### src/rtl/uart_fmt_pkg.sv
package uart_fmt_pkg;
  localparam int OVS  = 16;       // sample ticks per bit
  localparam int HALF = OVS / 2;  // start-bit confirm point

  typedef enum logic [2:0] {L_IDLE, L_START, L_DATA, L_PAR, L_STOP} line_st_t;

  function automatic logic [3:0] data_bits(input logic [1:0] len);
    return 4'd5 + {2'b00, len};
  endfunction

  function automatic logic [7:0] keep_bits(input logic [7:0] d, input logic [1:0] len);
    return d & (8'hFF >> (2'd3 - len));
  endfunction

  function automatic logic par_bit(input logic [7:0] d, input logic [1:0] len, input logic odd);
    return (^keep_bits(d, len)) ^ odd;
  endfunction

  function automatic logic [5:0] stop_ticks(input logic [1:0] stop, input logic [1:0] len);
    if (stop == 2'd0) return 6'(OVS);
    if (stop == 2'd1) return (len == 2'd0) ? 6'(OVS + HALF) : 6'(OVS);
    return 6'(2 * OVS);
  endfunction
endpackage

### src/rtl/uart_baud_tick.sv
module uart_baud_tick #(
  parameter int DIV_W = 16
) (
  input  logic             clk,
  input  logic             rst_n,
  input  logic [DIV_W-1:0] divisor,
  output logic             tick
);
  logic [DIV_W-1:0] cnt, div_q, lim;
  logic             chg;

  assign lim  = (divisor == '0) ? DIV_W'(1) : divisor;
  assign chg  = (divisor != div_q);
  assign tick = !chg && (cnt == lim - DIV_W'(1));

  always_ff @(posedge clk) begin
    if (!rst_n) begin
      cnt   <= '0;
      div_q <= '0;
    end else begin
      div_q <= divisor;
      cnt   <= (tick || chg) ? '0 : cnt + DIV_W'(1);
    end
  end

  // with a divisor above one, ticks never come on adjacent clocks
  p_tick_gap_r1: assert property (@(posedge clk) disable iff (!rst_n)
    (tick && divisor > DIV_W'(1)) |=> !tick);
endmodule

### src/rtl/uart_fifo.sv
module uart_fifo #(
  parameter int W     = 8,
  parameter int DEPTH = 16
) (
  input  logic         clk,
  input  logic         rst_n,
  input  logic         push,
  input  logic [W-1:0] din,
  input  logic         pop,
  output logic [W-1:0] dout,
  output logic         empty,
  output logic         full
);
  localparam int AW = $clog2(DEPTH);
  localparam logic [AW:0]   FULLV = (AW+1)'(DEPTH);
  localparam logic [AW-1:0] LASTP = AW'(DEPTH - 1);

  logic [W-1:0]  mem [DEPTH];
  logic [AW-1:0] wp, rp;
  logic [AW:0]   cnt;
  logic          do_push, do_pop;

  assign empty   = (cnt == '0);
  assign full    = (cnt == FULLV);
  assign do_push = push && !full;
  assign do_pop  = pop && !empty;
  assign dout    = mem[rp];

  always_ff @(posedge clk) begin
    if (do_push) mem[wp] <= din;
  end

  always_ff @(posedge clk) begin
    if (!rst_n) begin
      wp  <= '0;
      rp  <= '0;
      cnt <= '0;
    end else begin
      if (do_push) wp <= (wp == LASTP) ? '0 : wp + AW'(1);
      if (do_pop)  rp <= (rp == LASTP) ? '0 : rp + AW'(1);
      cnt <= cnt + (AW+1)'(do_push) - (AW+1)'(do_pop);
    end
  end

  // occupancy never exceeds the queue depth
  p_no_overflow_r6: assert property (@(posedge clk) disable iff (!rst_n)
    cnt <= FULLV);
  // a push into a full queue with no pop leaves the occupancy unchanged
  p_full_hold_r7: assert property (@(posedge clk) disable iff (!rst_n)
    (full && push && !pop) |=> $stable(cnt));
endmodule

### src/rtl/uart_tx.sv
module uart_tx
  import uart_fmt_pkg::*;
(
  input  logic       clk,
  input  logic       rst_n,
  input  logic       tick,
  input  logic [1:0] cfg_len,
  input  logic       cfg_par_en,
  input  logic       cfg_par_odd,
  input  logic [1:0] cfg_stop,
  input  logic       avail,
  input  logic [7:0] data,
  output logic       pop,
  output logic       txd
);
  localparam logic [3:0] SUB_END = 4'(OVS - 1);

  line_st_t   st;
  logic [3:0] sub, nb;
  logic [2:0] bitn;
  logic [5:0] stc, st_lim;
  logic [7:0] sh;
  logic       pbit, stop_end, last_bit;

  assign nb       = data_bits(cfg_len);
  assign st_lim   = stop_ticks(cfg_stop, cfg_len);
  assign last_bit = ({1'b0, bitn} == nb - 4'd1);
  assign stop_end = (st == L_STOP) && tick && (stc == st_lim - 6'd1);
  // a queued byte starts at a tick from idle, or right as a stop ends
  assign pop      = avail && (((st == L_IDLE) && tick) || stop_end);

  always_ff @(posedge clk) begin
    if (!rst_n) begin
      st <= L_IDLE; sub <= '0; bitn <= '0; stc <= '0; sh <= '0; pbit <= 1'b0;
    end else if (pop) begin
      st   <= L_START;
      sub  <= '0;
      sh   <= data;
      pbit <= par_bit(data, cfg_len, cfg_par_odd);
    end else if (tick) begin
      case (st)
        L_START: if (sub == SUB_END) begin
          st <= L_DATA; sub <= '0; bitn <= '0;
        end else sub <= sub + 4'd1;
        L_DATA: if (sub == SUB_END) begin
          sub <= '0;
          sh  <= sh >> 1;
          if (last_bit) begin
            st  <= cfg_par_en ? L_PAR : L_STOP;
            stc <= '0;
          end else bitn <= bitn + 3'd1;
        end else sub <= sub + 4'd1;
        L_PAR: if (sub == SUB_END) begin
          st <= L_STOP; stc <= '0;
        end else sub <= sub + 4'd1;
        L_STOP: if (stop_end) st <= L_IDLE;
                else stc <= stc + 6'd1;
        default: ;
      endcase
    end
  end

  always_comb begin
    case (st)
      L_START: txd = 1'b0;
      L_DATA:  txd = sh[0];
      L_PAR:   txd = pbit;
      default: txd = 1'b1;
    endcase
  end
endmodule

### src/rtl/uart_rx.sv
module uart_rx
  import uart_fmt_pkg::*;
(
  input  logic       clk,
  input  logic       rst_n,
  input  logic       tick,
  input  logic [1:0] cfg_len,
  input  logic       cfg_par_en,
  input  logic       cfg_par_odd,
  input  logic       rxd,
  output logic       push,
  output logic [9:0] word
);
  localparam logic [3:0] SUB_END = 4'(OVS - 1);
  localparam logic [3:0] SUB_MID = 4'(HALF - 1);

  line_st_t   st;
  logic [1:0] rs;
  logic       rin, armed, pbad;
  logic [3:0] sub, nb;
  logic [2:0] bitn;
  logic [7:0] sh, got;

  assign rin = rs[1];
  assign nb  = data_bits(cfg_len);
  assign got = sh >> (4'd8 - nb);

  always_ff @(posedge clk) begin
    if (!rst_n) begin
      rs <= 2'b11; st <= L_IDLE; armed <= 1'b0; pbad <= 1'b0;
      sub <= '0; bitn <= '0; sh <= '0; push <= 1'b0; word <= '0;
    end else begin
      rs   <= {rs[0], rxd};
      push <= 1'b0;
      if (tick) begin
        case (st)
          L_IDLE: if (rin) armed <= 1'b1;
                  else if (armed) begin
                    st <= L_START; sub <= '0; pbad <= 1'b0;
                  end
          L_START: if (sub == SUB_MID) begin
            sub  <= '0; bitn <= '0;
            st   <= rin ? L_IDLE : L_DATA;
          end else sub <= sub + 4'd1;
          L_DATA: if (sub == SUB_END) begin
            sub <= '0;
            sh  <= {rin, sh[7:1]};
            if ({1'b0, bitn} == nb - 4'd1) st <= cfg_par_en ? L_PAR : L_STOP;
            else bitn <= bitn + 3'd1;
          end else sub <= sub + 4'd1;
          L_PAR: if (sub == SUB_END) begin
            sub  <= '0;
            pbad <= (rin != par_bit(got, cfg_len, cfg_par_odd));
            st   <= L_STOP;
          end else sub <= sub + 4'd1;
          L_STOP: if (sub == SUB_END) begin
            push  <= 1'b1;
            word  <= {!rin, pbad && cfg_par_en, got};
            armed <= 1'b0;  // wait for the line to return high
            st    <= L_IDLE;
          end else sub <= sub + 4'd1;
          default: st <= L_IDLE;
        endcase
      end
    end
  end

  // a frame only begins from an armed idle line
  p_start_armed_r9: assert property (@(posedge clk) disable iff (!rst_n)
    (st == L_IDLE && $past(st) == L_STOP) |-> !armed);
endmodule

### src/rtl/uart_fmt.sv
module uart_fmt
  import uart_fmt_pkg::*;
#(
  parameter int DIV_W = 16,
  parameter int DEPTH = 16
) (
  input  logic             clk,
  input  logic             rst_n,
  input  logic [DIV_W-1:0] divisor,
  input  logic [1:0]       cfg_len,
  input  logic             cfg_par_en,
  input  logic             cfg_par_odd,
  input  logic [1:0]       cfg_stop,
  input  logic [7:0]       tx_data,
  input  logic             tx_valid,
  output logic             tx_ready,
  output logic [7:0]       rx_data,
  output logic             rx_par_err,
  output logic             rx_frm_err,
  output logic             rx_valid,
  input  logic             rx_ready,
  output logic             rx_overrun,
  input  logic             stat_rd,
  output logic             tx_empty,
  input  logic             ien_rx,
  input  logic             ien_tx,
  output logic             irq,
  output logic             txd,
  input  logic             rxd
);
  localparam int RXW = 10;

  logic           tick, tx_full, tx_pop, tx_avail;
  logic [7:0]     tx_head;
  logic           rx_push, rx_empty, rx_full;
  logic [RXW-1:0] rx_word, rx_head;

  uart_baud_tick #(.DIV_W(DIV_W)) u_tick (
    .clk(clk), .rst_n(rst_n), .divisor(divisor), .tick(tick));

  uart_fifo #(.W(8), .DEPTH(DEPTH)) u_txq (
    .clk(clk), .rst_n(rst_n), .push(tx_valid), .din(tx_data),
    .pop(tx_pop), .dout(tx_head), .empty(tx_empty), .full(tx_full));

  assign tx_ready = !tx_full;
  assign tx_avail = !tx_empty;

  uart_tx u_tx (
    .clk(clk), .rst_n(rst_n), .tick(tick), .cfg_len(cfg_len),
    .cfg_par_en(cfg_par_en), .cfg_par_odd(cfg_par_odd), .cfg_stop(cfg_stop),
    .avail(tx_avail), .data(tx_head), .pop(tx_pop), .txd(txd));

  uart_rx u_rx (
    .clk(clk), .rst_n(rst_n), .tick(tick), .cfg_len(cfg_len),
    .cfg_par_en(cfg_par_en), .cfg_par_odd(cfg_par_odd), .rxd(rxd),
    .push(rx_push), .word(rx_word));

  uart_fifo #(.W(RXW), .DEPTH(DEPTH)) u_rxq (
    .clk(clk), .rst_n(rst_n), .push(rx_push), .din(rx_word),
    .pop(rx_valid && rx_ready), .dout(rx_head), .empty(rx_empty), .full(rx_full));

  assign rx_valid   = !rx_empty;
  assign rx_data    = rx_head[7:0];
  assign rx_par_err = rx_head[8];
  assign rx_frm_err = rx_head[9];

  always_ff @(posedge clk) begin
    if (!rst_n)                 rx_overrun <= 1'b0;
    else if (rx_push && rx_full) rx_overrun <= 1'b1;
    else if (stat_rd)           rx_overrun <= 1'b0;
  end

  assign irq = (ien_rx && !rx_empty) || (ien_tx && tx_empty);

  // taking a byte from the queue drives a low start bit next cycle
  p_pop_starts_r2: assert property (@(posedge clk) disable iff (!rst_n)
    tx_pop |=> !txd);
  // overrun only rises after a byte arrived at a full queue
  p_ovr_cause_r7: assert property (@(posedge clk) disable iff (!rst_n)
    $rose(rx_overrun) |-> $past(rx_push && rx_full));
endmodule

### config.mk
export PLATFORM = sky130hd
export DESIGN_NAME = uart_fmt
export DESIGN_NICKNAME = d
export VERILOG_FILES = /design/src/rtl/uart_fmt_pkg.sv /design/src/rtl/uart_baud_tick.sv /design/src/rtl/uart_fifo.sv /design/src/rtl/uart_tx.sv /design/src/rtl/uart_rx.sv /design/src/rtl/uart_fmt.sv
export SDC_FILE = /design/constraint.sdc
export NUM_CORES = 1
export LEC_CHECK = 0
export BUFFER_PORTS_ARGS = -buffer_cell sky130_fd_sc_hd__buf_4
export CAP_MARGIN = 25
export CORE_UTILIZATION = 28
export DETAILED_ROUTE_END_ITERATION = 16
export PLACE_DENSITY = 0.39
export SYNTH_ARGS = -nofsm -noshare
export SYNTH_HDL_FRONTEND = slang
export SYNTH_SLANG_ARGS = --single-unit
### constraint.sdc
create_clock -name clk -period 7.65 [get_ports clk]
set_input_delay 1.53 -clock clk [delete_from_list [all_inputs] [get_ports clk]]
set_output_delay 1.53 -clock clk [all_outputs]
set_load 0.05 [all_outputs]
==> results of run 1 <==
[synth_stat cells, types with 3 or more instances]
master / number
edfxtp_1: 288
nor2_1: 126
dfxtp_1: 125
mux4_2: 90
nand2_1: 75
xnor2_1: 54
clkbuf_1: 51
a21oi_1: 46
inv_1: 35
mux2i_1: 34
ha_1: 32
xor2_1: 31
nand3_1: 29
o21ai_0: 28
and2_1: 23
nor3_1: 21
nand2b_1: 13
nand4_1: 13
and3_1: 11
or3_1: 11
or4_1: 11
nor2b_1: 10
a211oi_1: 9
a22oi_1: 9
buf_1: 9
nand3b_1: 5
o31ai_1: 5
a311o_1: 4
a31oi_1: 4
nor3b_1: 4
nor4_1: 4
mux2_2: 3
nor4_4: 3
[metal layers]
metal / up-vias / part of all wire / track usage
li1: 4847 / - / -
met1: 5030 / 0.47 / 0.1714
met2: 151 / 0.48 / 0.2108
met3: 55 / 0.035 / 0.02387
met4: 2 / 0.020 / 0.03683
met5: - / 0.00027 / 0
[sequential cells by signal, summed over array words and instances, names as in the netlist, 2 cells and up, named ones only]
name,flops
u_rx.bitn,3
u_rx.rs,2
u_rx.sh,8
u_rx.st,3
u_rx.sub,4
u_rx.word,10
u_rxq.cnt,5
u_rxq.mem,160
u_rxq.rp,4
u_rxq.wp,4
u_tick.cnt,16
u_tick.div_q,16
u_tx.bitn,3
u_tx.sh,8
u_tx.st,3
u_tx.stc,6
u_tx.sub,4
u_txq.cnt,5
u_txq.mem,128
u_txq.rp,4
u_txq.wp,4
[final timing paths]
| check | start | end | slack, ns | depth (start not counted) |
|---|---|---|---|---|
| worst max register to register | u_tx.stc[5]$_SDFFE_PN0P_ | u_txq.cnt[4]$_SDFF_PN0_ | 3.92 | 17 |
| worst min register to register | u_rx.rs[0]$_SDFF_PN1_ | u_rx.rs[1]$_SDFF_PN1_ | 0.42 | 1 |
| worst min-delay path | u_rx.rs[0]$_SDFF_PN1_ | u_rx.rs[1]$_SDFF_PN1_ | 0.42 | 1 |
| worst max-delay path | divisor[9] | u_txq.cnt[4]$_SDFF_PN0_ | 1.61 | 24 |
[through the flow]
step	cells	hold WS [ns]	worst slack (ns)	util	total power, mW
after floorplan	1254	0.3863	1.365	-	2.906
after global placement	2096	0.4049	1.008	0.3073	3.085
after detailed placement	2100	0.3976	0.9145	0.3078	3.087
after CTS	2190	0.4219	1.532	0.3328	5.383
after global routing	2196	0.4758	1.080	0.3335	5.512
final	2196	0.4156	1.614	0.3335	5.272
[logic make-up after synthesis]
kind of cell / after synthesis / share of synthesized area
muxes: 127 / 0.1351
AOI/OAI and AO/OA: 124 / 0.04366
DFF: 413 / 0.6275
and+or+nand+nor: 371 / 0.1049
xor gates and xnor gates: 85 / 0.04190
adders and majority gates: 34 / 0.02479
buffers and inverters: 100 / 0.02211
[layout make-up]
type	count	area (µm²)	area share
Clock buffer	71	1390	0.06705
Clock inverter	19	166.4	0.008027
Inverter	36	135.1	0.006518
Multi-Input combinational cell	741	6247	0.3013
Sequential cell	413	11150	0.5381
Tap cell	837	1047	0.05052
Timing Repair Buffer	79	590.6	0.02849
[power by group]
group | internal (mW) | switching, mW | total, mW
combinational | 0.232 | 0.322 | 0.554
sequential | 2.43 | 0.0442 | 2.47
clock | 1.33 | 0.918 | 2.24
==> flow_summary.toml, run 1 <==
[cts]
cts_buffers = 49
htree_num_levels = 2
cts_tree = "built"
clkSinkCount = 413
cts_hold_buf = 0
cts_resized = 0
cts-root-buf = "clkbuf_16"
clockBufferDepth = 3
path_clk_slew_ns = 0.06
post-cts-setup-buffer-count = 0
insertion_delay_ns = 0.58

[timing]
skew_ns = 0.01332
finalCritPeriodShare = 0.7890
slew_viol_final = 0
tns_ns = 0
layout_min_cycle_time_ns = 6.036
relSlewSlack = 0.3464
fmax_mhz = 165.7
worst_pin_slew_ns = 0.9768
finalHoldViolations = 0
setup_viol = 0
rsz0062_at_grt = "no"

[flow_run]
max_cap_viol_count = 0

[routing]
drc = 0
final_antenna_net_count = 0
drtPass1Iterations = 5
viasPerCell = 4.592
drt-wirelength-per-cell_um = 18.35
dr_total_vias = 10085
wl_um = 40290
first_iter_violations = 539

[logic_synthesis]
ys.flop_type = "edfxtp_1"
synthArstFlopShare = 0
syn_avg_cell_area_um2 = 14.17
ys_seq_elements = 413
netlist_area_um2 = 17770
ys_types = 59
yosysTopAreaCellShare = 0.4867
yosysSeqAreaShare = 0.6275
syn_nets = 1326
ys_warn_count = 0
synthCells = 1254
synth_top_area_cell = "edfxtp_1"
synth_edf_count = 288
ys_top_cells_by_area = "edfxtp_1 (49%), dfxtp_1 (14%), mux4_2 (11%)"

[pwr]
power_density_nw_per_um2 = 254.3
leakage_nw = 6.396
vdd_drop_max_mv = 0.1549

[setup_path]
cp.arrival_ns = 6.45
required_ns = 8.07
crit_chain = "buf_4 -> or4_4 -> nor4_4 -> buf_4 -> nor4b_1 -> nor2_1 -> ha_1 -> nor3b_1 -> nand3_1 -> mux2_2 -> a2111oi_0 -> nand3_1 -> nor4_4 -> and2_1 -> ha_1 -> inv_1 -> ha_1 -> inv_1 -> fa_1 -> inv_1 -> a21oi_1 -> nor2_1 -> or3_1 -> a21oi_1"
cp_num_buf_inv = 5
max_stage_delay_ns = 0.59
crit_type = "input pin to flip-flop"
setup.worst_path.end_class = "flip-flop"
crit_family = "simple AND/OR/NAND/NOR gates"
slowest_stage = "or4_4"
critPathLaunchType = "input pin"
worstPathMaxFanout = 9

[cells_and_area]
nets = 1392
layout_common_cells = "edfxtp_1 (288), nor2_1 (126), dfxtp_1 (122)"
fillers = 6142
area_growth_pct = 16.67
layout_commonest_cell = "edfxtp_1"
num_antenna_cells = 0
post_route_cells_drive_above_1_share = 0.1898
final_cell_area_um2 = 20730

[die]
dieHeight_um = 253.9
num_rows = 91
die-area_um2 = 64470
start_util = 0.2858
coreArea_um2 = 62170
io_pins = 54
dieWidth_um = 253.9

[placed_design]
place_area_um2 = 19130
gp_congestion = 0.7758
hpwlAfterDp_um = 26990
io_buffers = 53

[global_route]
antenna_found_initial = 1
grt.total_usage = 0.1282
overflow = 0
grt_start_max_net_pins = 70
grt_pass1_vias = 10172
grt_pass1_wl_um = 62980

[worst_hold_path]
worstHoldPathType = "flip-flop to flip-flop"

[status]
status = "finished, final reports clean"
Power figures use the tool's default switching activity.
==> run 2: changes to the inputs <==
--- a/config.mk
+++ b/config.mk
@@ -9,7 +9,7 @@
 export CAP_MARGIN = 25
 export CORE_UTILIZATION = 28
 export DETAILED_ROUTE_END_ITERATION = 16
-export PLACE_DENSITY = 0.39
+export PLACE_DENSITY = 0.41
 export SYNTH_ARGS = -nofsm -noshare
 export SYNTH_HDL_FRONTEND = slang
 export SYNTH_SLANG_ARGS = --single-unit
==> constraint.sdc (replaced) <==
create_clock -name clk -period 5.4 [get_ports clk]
set_input_delay 1.08 -clock clk [delete_from_list [all_inputs] [get_ports clk]]
set_output_delay 1.08 -clock clk [all_outputs]
set_load 0.05 [all_outputs]
==> flow_summary.toml, run 2 (synthesis gave the netlist of run 1 again) <==
[flow_run]
max_cap_viol_count = 0

[cells_and_area]
nets = 1411
multiInputGateArea_um2 = 6329
largest_register_ffs = 160
final_core_util = 0.3374
fillers = 6129
num_antenna_cells = 0
layout_common_cells = "edfxtp_1 (288), nor2_1 (126), dfxtp_1 (122)"
seq_area_um2 = 11150
layout_commonest_cell = "edfxtp_1"
post_route_cells_drive_above_1_share = 0.2142
area_growth_pct = 18.03
largestRegisters = "u_rxq.mem x160, u_txq.mem x128"
regMostFlops = "u_rxq.mem"

[setup_path]
slowest_stage = "or4_4"
crit_family = "simple AND/OR/NAND/NOR gates"
required_ns = 5.91
critPathLaunch = "divisor[12]"
crit_type = "input pin to flip-flop"
r2r-start = "u_tick.cnt[14]$_SDFF_PP0_"
crit_chain = "buf_4 -> or4_4 -> nor4_4 -> nor4b_4 -> nor2_1 -> ha_2 -> nor3b_4 -> nand3_1 -> mux2_4 -> a2111oi_4 -> nand3_1 -> nor4_4 -> and2_4 -> ha_4 -> inv_2 -> ha_4 -> inv_2 -> fa_2 -> inv_1 -> a21oi_1 -> nor2_1 -> or3_1 -> a21oi_1"
setup.worst_path.end_class = "flip-flop"
critPathLaunchType = "input pin"
cp_num_buf_inv = 4
worstPathMaxFanout = 2
cp.arrival_ns = 5.30
max_stage_delay_ns = 0.55

[placed_design]
io_buffers = 53
hpwlAfterDp_um = 26930
gp_congestion = 0.7408

[global_route]
grt_pass1_wl_um = 63330
overflow = 0
grt.total_usage = 0.1289
antenna_found_initial = 0
grt_pass1_vias = 10629
grt_start_max_net_pins = 41

[timing]
skew_ns = 0.01973
setup_viol = 0
layout_min_cycle_time_ns = 4.783
relSlewSlack = 0.2981
rsz0062_at_grt = "no"
fmax_mhz = 209.1
slew_viol_final = 0
finalCritPeriodShare = 0.8858
holdWs_ns = 0.4298
worst_pin_slew_ns = 1.049
finalHoldViolations = 0

[pwr]
vdd_drop_max_mv = 0.2116
leakage_nw = 6.538
power_density_nw_per_um2 = 357.8

[cts]
cts_buffers = 47
htree_num_levels = 2
path_clk_slew_ns = 0.05
cts_tree = "built"
insertion_delay_ns = 0.59
clkSinkCount = 413
cts-root-buf = "clkbuf_16"
cts_resized = 0
post-cts-setup-buffer-count = 0
clockBufferDepth = 3
cts_hold_buf = 0

[die]
dieHeight_um = 253.9
dieWidth_um = 253.9
io_pins = 54
die-area_um2 = 64470
start_util = 0.2858
num_rows = 91
coreArea_um2 = 62170

[routing]
drt-wirelength-per-cell_um = 18.13
drc = 0
viasPerCell = 4.580
dr_total_vias = 10140
first_iter_violations = 524
final_antenna_net_count = 0
drtPass1Iterations = 5
wl_um = 40150

[status]
status = "finished, final reports clean"

[worst_hold_path]
worstHoldPathType = "flip-flop to flip-flop"
holdCritStartpoint = "u_rx.rs[0]$_SDFF_PN1_"
[run 2: cell count changes in the layout (fill, tap and decap cells not counted), sizes merged]
cell / change
clkbuf: -7
bufinv: +2
clkinvlp: -1
inv: +2
buf: +22
[run 2: cell type report]
type	instances	area share
clock buffer	65	0.06264
clock inverter	22	0.01157
inverter	36	0.006443
multi-input combinational	741	0.3018
sequential	413	0.5319
tap	837	0.04993
timing repair buffer	100	0.03580
[run 2: stage by stage]
stage	area [µm²]	std cells	total power [mW]	worst slack [ns]	setup TNS, ns
3_5_place_dp	19360	2120	4.386	0.007508	0
5_1_grt	20970	2214	7.842	0.3782	0
6_report	20970	2214	7.504	0.6169	0
4_1_cts	20920	2207	7.643	0.6291	0
2_1_floorplan	17850	1254	4.126	-0.2176	-0.2338
3_3_place_gp	19340	2117	4.384	0.01743	0
[run 2: report_power, final]
group	internal, mW	switching, mW	leakage [nW]
Clock	1.90	1.30	0.771
Sequential	3.44	0.0540	3.27
Combinational	0.338	0.469	2.49
[run 2: metal layers]
layer | GRT usage | vias up | part of all wire
met5 | 0 | - | 0
met4 | 0.04045 | 0 | 0.022
met3 | 0.02243 | 60 | 0.036
met2 | 0.2174 | 148 | 0.48
met1 | 0.1675 | 5059 | 0.46
li1 | - | 4873 | -
[run 2: worst paths after layout]
check                                          endpoint  slack [ns]  depth (start not counted)
worst min-delay path              u_rx.rs[1]$_SDFF_PN1_        0.43                          1
worst max-delay path            u_txq.cnt[4]$_SDFF_PN0_        0.62                         23
worst min register to register    u_rx.rs[1]$_SDFF_PN1_        0.43                          1
worst max register to register  u_txq.cnt[4]$_SDFF_PN0_        1.87                         17
